===== config.mk =====
export PLATFORM = sky130hd
export DESIGN_NAME = dpot_spi_ctrl
export DESIGN_NICKNAME = d
export VERILOG_FILES = /design/src/rtl/dpot_pkg.sv /design/src/rtl/dpot_sync.sv /design/src/rtl/dpot_frame.sv /design/src/rtl/dpot_regs.sv /design/src/rtl/dpot_spi_ctrl.sv
export SDC_FILE = /design/constraint.sdc
export NUM_CORES = 1
export LEC_CHECK = 0
export CORE_UTILIZATION = 55
export DETAILED_ROUTE_END_ITERATION = 8
export PLACE_DENSITY = 0.73
export SLEW_MARGIN = 0
export SYNTH_ARGS = -nofsm -noshare
export SYNTH_HDL_FRONTEND = slang
export SYNTH_HIERARCHICAL = 1
export SYNTH_SLANG_ARGS = --single-unit

===== constraint.sdc =====
create_clock -name clk -period 2.8 [get_ports clk]
set_input_delay 0.56 -clock clk [delete_from_list [all_inputs] [get_ports clk]]
set_output_delay 0.56 -clock clk [all_outputs]
set_load 0.01 [all_outputs]

===== src/rtl/dpot_pkg.sv =====
package dpot_pkg;

  localparam int N_POT    = 2;
  localparam int DR_DEPTH = 4;
  localparam int DR_IDX_W = 2;
  localparam logic [5:0] ID_PREFIX = 6'b010100;

  typedef enum logic [2:0] {
    OP_NONE,
    OP_RD_WCR,
    OP_WR_WCR,
    OP_RD_DR,
    OP_WR_DR,
    OP_STATUS
  } op_t;

  // Instruction byte to operation; slot and pot fields are picked off separately.
  function automatic op_t decode_op(input logic [7:0] ins);
    op_t r;
    casez (ins)
      8'b1001_000?: r = OP_RD_WCR;
      8'b1010_000?: r = OP_WR_WCR;
      8'b1011_??0?: r = OP_RD_DR;
      8'b1100_??0?: r = OP_WR_DR;
      8'b0101_0001: r = OP_STATUS;
      default:      r = OP_NONE;
    endcase
    return r;
  endfunction

  function automatic logic is_read(input op_t o);
    return (o == OP_RD_WCR) || (o == OP_RD_DR) || (o == OP_STATUS);
  endfunction

endpackage


===== src/rtl/dpot_sync.sv =====
module dpot_sync #(
  parameter int          W       = 4,
  parameter int          STAGES  = 2,
  parameter logic [W-1:0] RST_VAL = '0
) (
  input  logic         clk,
  input  logic         rst,
  input  logic [W-1:0] d,
  output logic [W-1:0] q
);

  logic [W-1:0] stg [STAGES];

  always_ff @(posedge clk) begin
    if (rst) begin
      for (int i = 0; i < STAGES; i++) stg[i] <= RST_VAL;
    end else begin
      stg[0] <= d;
      for (int i = 1; i < STAGES; i++) stg[i] <= stg[i-1];
    end
  end

  assign q = stg[STAGES-1];

endmodule


===== src/rtl/dpot_frame.sv =====
module dpot_frame
  import dpot_pkg::*;
#(
  parameter int TAP_W = 6
) (
  input  logic                clk,
  input  logic                rst,
  input  logic                cs_s,
  input  logic                sck_s,
  input  logic                mosi_s,
  input  logic [1:0]          strap,
  input  logic [7:0]          rd_data,
  output op_t                 op,
  output logic                pot,
  output logic [DR_IDX_W-1:0] idx,
  output logic [TAP_W-1:0]    wdata,
  output logic                wr_wcr_stb,
  output logic                wr_dr_stb,
  output logic                miso,
  output logic                miso_oe
);

  localparam logic [4:0] BIT_ID   = 5'd7;
  localparam logic [4:0] BIT_INS  = 5'd15;
  localparam logic [4:0] BIT_DAT  = 5'd23;
  localparam logic [4:0] FULL_CNT = 5'd24;
  localparam logic [4:0] SAT_CNT  = 5'd25;

  logic       sck_q, cs_q, id_ok, ld_req;
  logic [4:0] cnt;
  logic [7:0] shreg, nxt, tx;
  logic       sck_rise, cs_rise;

  assign sck_rise = sck_s & ~sck_q & ~cs_s;
  assign cs_rise  = cs_s & ~cs_q;
  assign nxt      = {shreg[6:0], mosi_s};
  assign miso     = tx[7];

  always_ff @(posedge clk) begin
    if (rst) begin
      sck_q      <= 1'b0;
      cs_q       <= 1'b1;
      shreg      <= '0;
      cnt        <= '0;
      id_ok      <= 1'b0;
      ld_req     <= 1'b0;
      op         <= OP_NONE;
      pot        <= 1'b0;
      idx        <= '0;
      wdata      <= '0;
      tx         <= '0;
      miso_oe    <= 1'b0;
      wr_wcr_stb <= 1'b0;
      wr_dr_stb  <= 1'b0;
    end else begin
      sck_q      <= sck_s;
      cs_q       <= cs_s;
      wr_wcr_stb <= cs_rise && (cnt == FULL_CNT) && (op == OP_WR_WCR);
      wr_dr_stb  <= cs_rise && (cnt == FULL_CNT) && (op == OP_WR_DR);
      ld_req     <= 1'b0;
      if (cs_s) begin
        cnt     <= '0;
        id_ok   <= 1'b0;
        op      <= OP_NONE;
        miso_oe <= 1'b0;
        tx      <= '0;
      end else begin
        if (ld_req && is_read(op)) begin
          tx      <= rd_data;
          miso_oe <= 1'b1;
        end
        if (sck_rise) begin
          shreg <= nxt;
          if (cnt != SAT_CNT) cnt <= cnt + 5'd1;
          if (cnt == BIT_ID)
            id_ok <= (nxt[7:2] == ID_PREFIX) && (nxt[1:0] == strap);
          if (cnt == BIT_INS && id_ok) begin
            op     <= decode_op(nxt);
            pot    <= nxt[0];
            idx    <= nxt[3:2];
            ld_req <= 1'b1;
          end
          if (cnt == BIT_DAT) wdata <= nxt[TAP_W-1:0];
          if (cnt > BIT_INS && miso_oe) tx <= {tx[6:0], 1'b0};
        end
      end
    end
  end

endmodule


===== src/rtl/dpot_regs.sv =====
module dpot_regs
  import dpot_pkg::*;
#(
  parameter int TAP_W          = 6,
  parameter int NV_BUSY_CYCLES = 4000,
  parameter int INIT_TAP       = 32
) (
  input  logic                clk,
  input  logic                rst,
  input  op_t                 op,
  input  logic                pot,
  input  logic [DR_IDX_W-1:0] idx,
  input  logic [TAP_W-1:0]    wdata,
  input  logic                wcr_we,
  input  logic                dr_we,
  output logic [7:0]          rd_data,
  output logic                busy,
  output logic [TAP_W-1:0]    tap0,
  output logic [TAP_W-1:0]    tap1
);

  localparam int MEM_N = N_POT * DR_DEPTH;
  localparam int CNT_W = $clog2(NV_BUSY_CYCLES + 1);

  logic [TAP_W-1:0] mem [MEM_N];
  logic [TAP_W-1:0] wcr [N_POT];
  logic [CNT_W-1:0] busy_cnt;

  initial begin
    for (int i = 0; i < MEM_N; i++) mem[i] = TAP_W'(INIT_TAP);
  end

  always_ff @(posedge clk) begin
    if (dr_we) mem[{pot, idx}] <= wdata;
  end

  for (genvar p = 0; p < N_POT; p++) begin : g_wcr
    always_ff @(posedge clk) begin
      if (rst)
        wcr[p] <= mem[p * DR_DEPTH];
      else if (wcr_we && pot == p[0])
        wcr[p] <= wdata;
    end
  end

  always_ff @(posedge clk) begin
    if (rst)
      busy_cnt <= '0;
    else if (dr_we)
      busy_cnt <= CNT_W'(NV_BUSY_CYCLES);
    else if (busy_cnt != '0)
      busy_cnt <= busy_cnt - 1'b1;
  end

  assign busy = (busy_cnt != '0);
  assign tap0 = wcr[0];
  assign tap1 = wcr[1];

  always_comb begin
    rd_data = '0;
    case (op)
      OP_RD_WCR: rd_data[TAP_W-1:0] = wcr[pot];
      OP_RD_DR:  rd_data[TAP_W-1:0] = mem[{pot, idx}];
      OP_STATUS: rd_data[0]         = busy;
      default:   rd_data            = '0;
    endcase
  end

endmodule


===== src/rtl/dpot_spi_ctrl.sv =====
module dpot_spi_ctrl
  import dpot_pkg::*;
#(
  parameter int TAP_W          = 6,
  parameter int NV_BUSY_CYCLES = 4000,
  parameter int INIT_TAP       = 32,
  parameter int SYNC_STAGES    = 2
) (
  input  logic             clk,
  input  logic             rst,
  input  logic             sck,
  input  logic             cs_n,
  input  logic             mosi,
  input  logic             wp_n,
  input  logic [1:0]       strap,
  output logic             miso,
  output logic             miso_oe,
  output logic [TAP_W-1:0] tap0,
  output logic [TAP_W-1:0] tap1
);

  logic [3:0]          pins_s;
  logic                cs_s, sck_s, mosi_s, wp_s;
  op_t                 op;
  logic                pot;
  logic [DR_IDX_W-1:0] idx;
  logic [TAP_W-1:0]    wdata;
  logic                wr_wcr_stb, wr_dr_stb;
  logic [7:0]          rd_data;
  logic                busy, wcr_we, dr_we;

  dpot_sync #(.W(4), .STAGES(SYNC_STAGES), .RST_VAL(4'b1001)) u_sync (
    .clk (clk),
    .rst (rst),
    .d   ({cs_n, sck, mosi, wp_n}),
    .q   (pins_s)
  );

  assign {cs_s, sck_s, mosi_s, wp_s} = pins_s;

  dpot_frame #(.TAP_W(TAP_W)) u_frame (
    .clk        (clk),
    .rst        (rst),
    .cs_s       (cs_s),
    .sck_s      (sck_s),
    .mosi_s     (mosi_s),
    .strap      (strap),
    .rd_data    (rd_data),
    .op         (op),
    .pot        (pot),
    .idx        (idx),
    .wdata      (wdata),
    .wr_wcr_stb (wr_wcr_stb),
    .wr_dr_stb  (wr_dr_stb),
    .miso       (miso),
    .miso_oe    (miso_oe)
  );

  // Busy gates every write; protect gates only stored-slot writes.
  assign wcr_we = wr_wcr_stb & ~busy;
  assign dr_we  = wr_dr_stb & ~busy & wp_s;

  dpot_regs #(
    .TAP_W          (TAP_W),
    .NV_BUSY_CYCLES (NV_BUSY_CYCLES),
    .INIT_TAP       (INIT_TAP)
  ) u_regs (
    .clk     (clk),
    .rst     (rst),
    .op      (op),
    .pot     (pot),
    .idx     (idx),
    .wdata   (wdata),
    .wcr_we  (wcr_we),
    .dr_we   (dr_we),
    .rd_data (rd_data),
    .busy    (busy),
    .tap0    (tap0),
    .tap1    (tap1)
  );

endmodule


==> run_results.csv <==
group,metric,value,unit
outcome,status,"finished, violations left",
outcome,violations,"DRC",
placement,placedCellCount,533,
synth,ys_types,57,
setup_path,cp-start-kind,"flip-flop",
clocking,cts_root_buf,"clkbuf_8",
drt,dr_total_vias,3341,
timing,rsz0062_at_grt,"false",
floorplan,fp.dieW,97.7,um
clocking,clkSinkCount,119,
timing,min_period,2.56,ns
setup_path,required,2.96,ns
drt,wl_per_cell,18.5,um
synth,synth_edf_count,60,
timing,tightest_slew,0.779,ns
floorplan,dieArea,9550,um2
global_route,grt_pass1_wl,17.5,mm
clocking,post_cts_buffers,0,
worst_hold_path,worstHoldPathCells,1,
synth,synth_top_family_by_area,"simple AND/OR/NAND/NOR gates",
setup_path,path_depth,7,
setup_path,critPathKind,"flip-flop to flip-flop",
clocking,clkLatencyLatePin,0.52,ns
synth,syn_area_per_cell,12.2,um2
power,ir_drop,0.000447,V
clocking,cts_max_level,4,
placement,hpwl,7.03,mm
final_layout,syn_to_final_growth,18.6,%
clocking,cts_resized,0,
timing,slew-limit-headroom,48.0,%
worst_hold_path,hold_path.class,"flip-flop to flip-flop",
clocking,cts_tree,"yes",
flow_run,maxCapViolCount,0,
drt,drt-total-wl,10.5,mm
drt,via_per_inst,5.91,
synth,ys_warn_count,6,
final_layout,fin_util,67.9,%
synth,muxShareOfSynthArea,12.2,%
global_route,track_usage,24.2,%
timing,fin_crit_sh,91.5,%
setup_path,max_stage_delay,0.45,ns
placement,gp_congestion,0.839,
final_layout,n_fill_cell,630,
synth,ys_ff_latch,119,
floorplan,coreArea,8810,um2
synth,async_flop_share,0,%
timing,finalHoldViolCount,0,
power,p_per_area,796,nW/um2
timing,setup_tns,0,ns
final_layout,finalNonFillerCells,565,
final_layout,nets,457,
setup_path,cp-end-kind,"flip-flop",
setup_path,cp.arrival,2.73,ns
clocking,numCtsBuffers,17,
synth,synth_fa_ha_area_share,1.24,%
synth,ys.flop_type,"edfxtp_1",
setup_path,crit_buf_inv,1,
timing,fmax,0.390,GHz
clocking,clockBufferDepth,2,
clocking,cts_hold_buffers,0,
synth,synth-simple-area-share,13.6,%
drt,drc_errors,5,
drt,drtPass1Iterations,7,
drt,ant_nets,0,
setup_path,r2r_cells,7,
final_layout,design_area,5980,um2
setup_path,cp_slowest_cell,"nor2_1",
synth,synth_compound_area_share,8.84,%
floorplan,rows,34,
global_route,grt_max_degree,21,
global_route,overflow,0,
final_layout,antenna_cells,0,
setup_path,path_max_fanout,7,
setup_path,cpLargestDelayFamily,"simple AND/OR/NAND/NOR gates",
timing,slew_viol_final,0,
power,p_leak,1.98,nW
floorplan,die_h,97.7,um
global_route,antenna_found_initial,0,
drt,drt_iter0_drc,257,
placement,port_buffers,21,
synth,yosysSeqAreaShare,59.2,%
synth,synth_area,5040,um2
synth,syn_inst,413,
floorplan,start_util,57.2,%
timing,skew,0.00870,ns
setup_path,path_cells,"inv_1 > ha_1 > nor3b_1 > nand3_2 > and3b_1 > nand2_1 > nor2_1",
timing,setup_viol,0,
placement,post_dp_cell_area,5360,um2
clocking,cts.clk_slew.worst_paths,0.06,ns
global_route,grt_pass1_vias,3427,
floorplan,io_pins,22,
synth,synthXorXnorAreaFrac,1.56,%
final_layout,drive_above_1_share,16.8,%
==> logic make-up (layout without fill, tap and decap cells) <==
family / count (synthesis) / in the layout
fa+ha+maj: 5 / 5
mux: 47 / 47
buf+inv: 34 / 77
compound gates: 73 / 73
flops: 119 / 119
other cells: 1 / 2
xor+xnor: 9 / 9
simple gates: 125 / 125
==> layout make-up <==
class,count,area [um2],area share [%]
inverter,12,45.0,0.754
clock buffer,19,422,7.06
sequential,119,2980,49.9
timing repair buffer,33,300,5.03
multi-input combinational,261,1910,32.0
clock inverter,13,178,2.97
tap,108,135,2.26
==> final timing paths <==
path                                      end  slack (ns)                       startpoint
setup / recovery   u_regs/mem[6][2]$_DFFE_PP_        0.24  u_regs/busy_cnt[0]$_SDFFE_PP0P_
hold / removal    u_sync/stg[0][4]$_SDFF_PP1_        0.41      u_sync/stg[0][0]$_SDFF_PP1_
setup reg to reg   u_regs/mem[6][2]$_DFFE_PP_        0.24  u_regs/busy_cnt[0]$_SDFFE_PP0P_
hold reg to reg   u_sync/stg[0][4]$_SDFF_PP1_        0.41      u_sync/stg[0][0]$_SDFF_PP1_
==> through the flow <==
stage	hold WS (ns)	worst slack [ns]	total power, mW
finish	0.405	0.238	4.76
global route	0.435	0.0125	4.94
CTS	0.410	0.196	4.78
detailed placement	0.395	0.225	2.58
global placement	0.388	0.348	2.57
floorplan	0.383	0.306	2.41
==> metal layers <==
metal | vias to the layer above | GRT usage, % | routed length (um)
met4 | 0 | 10.0 | 198
met3 | 18 | 6.91 | 609
met1 | 1618 | 31.5 | 4620
li1 | 1593 | - | -
met2 | 112 | 38.2 | 5020
met5 | - | 0 | 0
==> cell usage after synthesis (all sizes together) (4+ instances only) <==
cell type | count | area share, %
a211oi | 7 | 1.0
a21oi | 30 | 3.1
a31oi | 6 | 0.75
and3 | 4 | 0.50
buf | 12 | 1.6
clkbuf | 10 | 0.75
dfxtp | 59 | 23
edfxtp | 60 | 36
ha | 5 | 1.2
inv | 11 | 0.82
mux2 | 16 | 3.6
mux2i | 21 | 4.2
mux4 | 10 | 4.5
nand2 | 35 | 2.7
nand2b | 6 | 0.75
nand3 | 7 | 0.79
nor2 | 30 | 2.2
nor2b | 7 | 0.87
nor3 | 4 | 0.40
nor3b | 4 | 0.70
nor4 | 6 | 1.5
o21ai | 12 | 1.2
o22ai | 4 | 0.50
or2 | 5 | 0.62
xnor2 | 6 | 1.0
==> worst reg2reg max path, cell delays in order, from the launching register on <==
cell	delay [ns]
dfxtp_1	0.35
inv_1	0.07
ha_1	0.23
nor3b_1	0.31
nand3_2	0.21
and3b_1	0.39
nand2_1	0.19
nor2_1	0.45
==> sequential cells by signal (all words and copies together), names as in the netlist, 2 cells and up <==
register	flops
u_regs/mem	48
u_regs/busy_cnt	12
u_regs/wcr	12
u_frame/tx	8
u_sync/stg	8
u_frame/shreg	7
u_frame/wdata	6
u_frame/cnt	5
u_frame/op	3
u_frame/idx	2
==> layout by cell type (no fill, tap or decap), types with 4 or more instances in the layout <==
master,Yosys,final
or2_1,4,4
bufinv_16,0,4
dfxtp_1,59,59
edfxtp_1,60,60
a21oi_1,29,29
inv_1,11,11
clkinv_1,1,4
nor2b_1,7,7
nor2_2,0,4
nor2_1,30,26
mux4_2,10,10
clkbuf_16,0,16
nor3_1,4,4
o22ai_1,4,4
xnor2_1,6,6
mux2_2,16,16
buf_4,6,12
nand2b_1,6,6
nand2_1,34,34
nand3_1,6,6
a211oi_1,7,7
and3_1,4,4
mux2i_1,21,21
clkdlybuf4s50_1,0,21
ha_1,5,5
a31oi_1,6,6
o21ai_0,12,12
==> report_power, final <==
part	leakage [nW]	switching (mW)	internal (mW)	total, mW
Combinational	0.658	0.296	0.282	0.577
Clock	0.285	0.764	1.44	2.20
Sequential	1.04	0.0878	1.89	1.98
Total	1.98	1.15	3.61	4.76
(Power assumes the default switching activity.)
